--- config.mk ---
export PLATFORM = sky130hd
export DESIGN_NAME = ovf_flag_unit
export DESIGN_NICKNAME = d
export VERILOG_FILES = /design/src/rtl/ovf_flag_unit.sv
export SDC_FILE = /design/constraint.sdc
export NUM_CORES = 2
export LEC_CHECK = 0
export ABC_AREA = 1
export BUFFER_PORTS_ARGS = -buffer_cell sky130_fd_sc_hd__buf_2
export CAP_MARGIN = 40
export CORE_ASPECT_RATIO = 0.9
export CORE_MARGIN = 8
export CORE_UTILIZATION = 40
export CTS_CLUSTER_DIAMETER = 150
export CTS_CLUSTER_SIZE = 25
export DETAILED_ROUTE_END_ITERATION = 8
export PLACE_DENSITY = 0.6
export SLEW_MARGIN = 20
export SYNTH_ARGS = -nofsm -noshare
export SYNTH_HDL_FRONTEND = slang
export SYNTH_SLANG_ARGS = --single-unit
--- constraint.sdc ---
create_clock -name clk -period 9.45 [get_ports clk]
set_clock_uncertainty 0.05 [all_clocks]
set_input_delay 1.4175 -clock clk [delete_from_list [all_inputs] [get_ports clk]]
set_output_delay 1.4175 -clock clk [all_outputs]
set_load 0.01 [all_outputs]
--- src/rtl/ovf_flag_unit.sv ---
module ovf_flag_unit #(
  parameter int W    = 32,
  parameter int BC_W = 8
) (
  input  logic         clk,
  input  logic         rst,
  input  logic [3:0]   op,
  input  logic [W-1:0] opnd_a,
  input  logic [W-1:0] opnd_b,
  input  logic [W-1:0] result,
  input  logic         ov_en,
  input  logic         wr_en,
  input  logic [W-1:0] wr_data,
  output logic         ovf_out,
  output logic [W-1:0] rd_data
);
  localparam int SO_BIT = W - 1;
  localparam int OV_BIT = W - 2;
  localparam int CA_BIT = W - 3;
  localparam logic [W-1:0] MOST_NEG   = {1'b1, {(W-1){1'b0}}};
  localparam logic [W-1:0] FIELD_MASK =
    {3'b111, {(W-3-BC_W){1'b0}}, {BC_W{1'b1}}};

  localparam logic [3:0] OP_ADD   = 4'd0;
  localparam logic [3:0] OP_ADDX  = 4'd1;
  localparam logic [3:0] OP_SDIV  = 4'd2;
  localparam logic [3:0] OP_UDIV  = 4'd3;
  localparam logic [3:0] OP_MULL  = 4'd4;
  localparam logic [3:0] OP_NEG   = 4'd5;
  localparam logic [3:0] OP_SUBF  = 4'd6;
  localparam logic [3:0] OP_SUBFC = 4'd7;
  localparam logic [3:0] OP_SUBFX = 4'd8;

  logic [W-1:0] flags_q;

  // Signed-sum overflow: operands agree in sign, result sign departs from it.
  logic add_ov, sub_ov;
  assign add_ov = ~(opnd_a[W-1] ^ opnd_b[W-1]) & (opnd_a[W-1] ^ result[W-1]);
  assign sub_ov = ~(~opnd_a[W-1] ^ opnd_b[W-1]) & (~opnd_a[W-1] ^ result[W-1]);

  logic b_zero, sdiv_ov, udiv_ov, neg_ov;
  assign b_zero  = (opnd_b == '0);
  assign sdiv_ov = b_zero | ((opnd_a == MOST_NEG) & (opnd_b == '1));
  assign udiv_ov = b_zero;
  assign neg_ov  = (opnd_a == MOST_NEG);

  logic signed [2*W-1:0] a_ext, b_ext, prod;
  logic mul_ov;
  assign a_ext  = {{W{opnd_a[W-1]}}, opnd_a};
  assign b_ext  = {{W{opnd_b[W-1]}}, opnd_b};
  assign prod   = a_ext * b_ext;
  assign mul_ov = (prod[2*W-1:W] != {W{prod[W-1]}});

  always_comb begin
    unique case (op)
      OP_ADD, OP_ADDX:             ovf_out = add_ov;
      OP_SDIV:                     ovf_out = sdiv_ov;
      OP_UDIV:                     ovf_out = udiv_ov;
      OP_MULL:                     ovf_out = mul_ov;
      OP_NEG:                      ovf_out = neg_ov;
      OP_SUBF, OP_SUBFC, OP_SUBFX: ovf_out = sub_ov;
      default:                     ovf_out = 1'b0;
    endcase
  end

  always_ff @(posedge clk) begin
    if (rst) begin
      flags_q <= '0;
    end else if (wr_en) begin
      flags_q <= wr_data & FIELD_MASK;
    end else if (ov_en) begin
      flags_q[OV_BIT] <= ovf_out;
      flags_q[SO_BIT] <= flags_q[SO_BIT] | ovf_out;
    end
  end

  assign rd_data = flags_q;

  logic unused_ca;
  assign unused_ca = flags_q[CA_BIT];
endmodule


==> PnR_summary.wiki <==
{| class="wikitable"
! Metric !! Value
|-
| Floorplan Core Area || around 98,000 µm²
|-
| Hold Path Stages || 2
|-
| Area share of xor/xnor cells in the synthesized design || 0.423%
|-
| Register Area || about 220 µm²
|-
| Quantity of I/O buffers inserted on ports || 95
|-
| Highest Clock Rate || approximately 0.098 GHz
|-
| Final core area utilization || about half
|-
| Data arrival time at the worst-slack endpoint || roughly 8800 ps
|-
| Biggest cell delay along the critical path || 610 ps
|-
| Number of library cell types mapped by synthesis || 40
|-
| Critical-path cell with the highest stage delay || fa_2
|-
| # IOs || approximately 170
|-
| Initial Utilization || 40.2%
|-
| Kind of start point of the critical path || input port
|-
| Flip-flop count of the largest register after layout || 11
|-
| Number of non-filler instances in the completed layout || slightly below 7,000
|-
| CP Capture Type || output port
|-
| Global-route usage over all layers || a little over a fifth
|-
| Number of nets in the finished design || 6,943
|-
| First-pass GRT wire length || around 190,000 µm
|-
| Share of synthesized flip-flops with an asynchronous set or reset || 0%
|-
| Clock latency on the worst-skew pair || 240 ps
|-
| Die Width || about 350 µm
|-
| Via count of the first global-routing pass || 34,800
|-
| Largest family of logic cells by synthesized area || adder cells
|-
| Weighted congestion at the end of routability-driven global placement || between 0.9 and 1
|-
| Area growth syn-to-layout || 21.2%
|-
| Mean instance size in the synthesized netlist || 7.72 µm²
|-
| Drt total wl || between 100,000 and 150,000 µm
|-
| Iteration-0 DRC count of the detailed router || 2,237
|-
| Violations in the final reports || negative setup slack
|-
| Number of cells after detailed placement || 6,793
|-
| Congestion Overflow GR || 0
|-
| Number of cells on the worst reg-to-reg path || 4
|-
| Number of warning messages in the yosys log || 0
|-
| Multiplexer share of the synthesized area || 0%
|-
| Routed via count || between 30,000 and 40,000
|-
| Worst-Margin Slew || ~840 ps
|-
| Number of pins exceeding their max-slew limit in the final report || 0
|-
| Unrepaired setup endpoints after global routing || yes
|-
| Clock period minus final worst setup slack || between 10,000 and 15,000 ps
|-
| Instance count on the critical path || 39
|-
| Flop2flop setup slack || just under 9000 ps
|-
| Post-synthesis share of cell area spent on full adders, half adders and majority gates || 60.7%
|-
| CTS tree || built
|-
| Commonest cells in the synthesized netlist || 1,567 x nand2_1, 1,457 x inv_1, 1,081 x fa_1, 237 x clkbuf_1, 181 x ha_1
|-
| Most used cell, CP || fa_1
|-
| Maximum number of pins on one net before global-route repair || 33
|-
| Max-slew headroom at the worst pin || 43.6%
|-
| Minimum hold slack || ~440 ps
|-
| Commonest register cell after synthesis || dfxtp_1
|-
| DPL Wire Length || approximately 100,000 µm
|-
| Most frequent cell after synthesis || nand2_1
|-
| Maximum root-to-sink buffer count || 2
|-
| Final Hold Violating Endpoints || 0
|-
| Share of the synthesized area in the top cell type || between 50% and 60%
|-
| Synth area leader || fa_1
|-
| Die Area || 109,000 µm²
|-
| Number of buffer and inverter stages on the critical path || 13
|-
| Clock sink count || 11
|-
| Remaining routing DRC violations || 0
|-
| Register area share after synthesis || less than 1%
|-
| Kind of critical path || input port to output port
|-
| Vias per cell || 4.80
|-
| Share of the clock period used by the worst path || 108%
|-
| Compound-cell area share of the yosys netlist || under 10%
|-
| Drt pass-1 iters || 5
|-
| Number of buffers created by CTS || 3
|-
| Crit-path leading delay family || adder cells
|-
| Combined area of all synthesized cells || just under 40,000 µm²
|-
| Number of max-cap violations || 0
|-
| Synth Area in Simple Gates || roughly 20%
|-
| Endpoints failing setup || 1
|-
| Min-Delay Path Class || flop to flop
|-
| Deepest level of the CTS H-tree || 1
|-
| Number of cells produced by synthesis || just over 5,000
|-
| Share of layout cells above drive strength 1 || 19.7%
|-
| Clock-pin slew on the worst setup and hold paths || around 40 ps
|-
| Worst path setup slack after routing || -778 ps
|-
| Required time of the critical path || 7980 ps
|-
| Top cells by area in the synthesized netlist || fa_1 55%, nand2_1 15%, inv_1 14%
|-
| Post-Place Worst Slack || -1300 ps
|-
| CP max FO || 5
|-
| Post-CTS Hold Buffers || 0
|-
| Number of flip-flops and latches in the synthesized netlist || 11
|-
| Outcome || finished with violations
|-
| Standard-cell rows || roughly 110
|-
| Floorplan die height || roughly 310 µm
|-
| Area occupied by multi-input gates || approximately 34,000 µm²
|-
| Initial antenna violation count || 8
|-
| Wire length per cell after detailed routing || between 15 and 20 µm
|-
| Clock tree root buffer cell || clkbuf_16
|-
| Remaining antenna violation count || 0
|-
| Number of synthesized flops with an enable pin || 0
|-
| Filler cells || between 9,000 and 10,000
|}
per-stage QoR:
step	cell area [µm²]	TNS [ps]
after floorplan	39500	-492
after global placement	45300	-1360
after detailed placement	45300	-1500
after CTS	45700	-920
after global routing	47700	-1030
final	47700	-778
cell usage in the layout, fill, tap and decap left out, drive strengths merged:
| master | count |
|---|---|
| a21o | 2 |
| a21oi | 70 |
| a22oi | 1 |
| a31oi | 1 |
| a41oi | 1 |
| and2 | 1 |
| and3 | 3 |
| buf | 673 |
| clkbuf | 22 |
| clkinv | 1 |
| clkinvlp | 2 |
| conb | 21 |
| dfxtp | 11 |
| diode | 3 |
| fa | 1081 |
| ha | 181 |
| inv | 1460 |
| nand2 | 1577 |
| nand3 | 135 |
| nand3b | 7 |
| nand4 | 28 |
| nor2 | 154 |
| nor3 | 14 |
| nor4 | 20 |
| o21a | 1 |
| o21ai | 32 |
| o21bai | 12 |
| o31ai | 1 |
| or2 | 13 |
| xnor2 | 10 |
| xor2 | 9 |
final timing paths:
path / from / endpoint
max reg2reg: rd_data[31]$_SDFFE_PP0P_ / rd_data[31]$_SDFFE_PP0P_
max: opnd_a[31] / ovf_out
min reg2reg: rd_data[0]$_SDFFE_PP0P_ / rd_data[0]$_SDFFE_PP0P_
min: rd_data[0]$_SDFFE_PP0P_ / rd_data[0]$_SDFFE_PP0P_
kinds of logic (layout without fill, tap and decap cells):
group,Yosys count,after routing
and+or+nand+nor,1951,1952
buffers and inverters,1735,2158
other,1,24
DFF,11,11
AOI/OAI and AO/OA,121,121
adders and majority gates,1262,1262
xor gates and xnor gates,19,19
what timing repair did:
item                       CTS  global route
setup endpoints to repair    1             3
gates resized for setup     83           466
setup buffers                0            19
pin swaps                   27           177
gates cloned                 0             5
routing by layer:
metal	track usage [%]	up-vias	routed length [µm]
met1	31.2	16600	51800
met5	0	-	13
met2	36.0	941	55600
met4	3.79	2	2440
li1	-	15100	-
met3	2.40	149	8380
tightest hold or removal path: cells and delay by family, from the launching register on:
family / cells / cell delay (ps)
AND/OR/NAND/NOR: 1 / 70
AO/OA/AOI/OAI: 1 / 70
flip-flops: 1 / 310
layout make-up:
class | instances | share of cell area, %
multi-input combinational | 3375 | 71.9
timing repair buffer | 691 | 12.6
sequential | 11 | 0.461
antenna | 3 | 0.0157
inverter | 1463 | 11.5
clock buffer | 4 | 0.165
tap | 1276 | 3.35
Power is not shown: default switching activity piles up to over one toggle a cycle in this logic, so the estimate is an artifact.
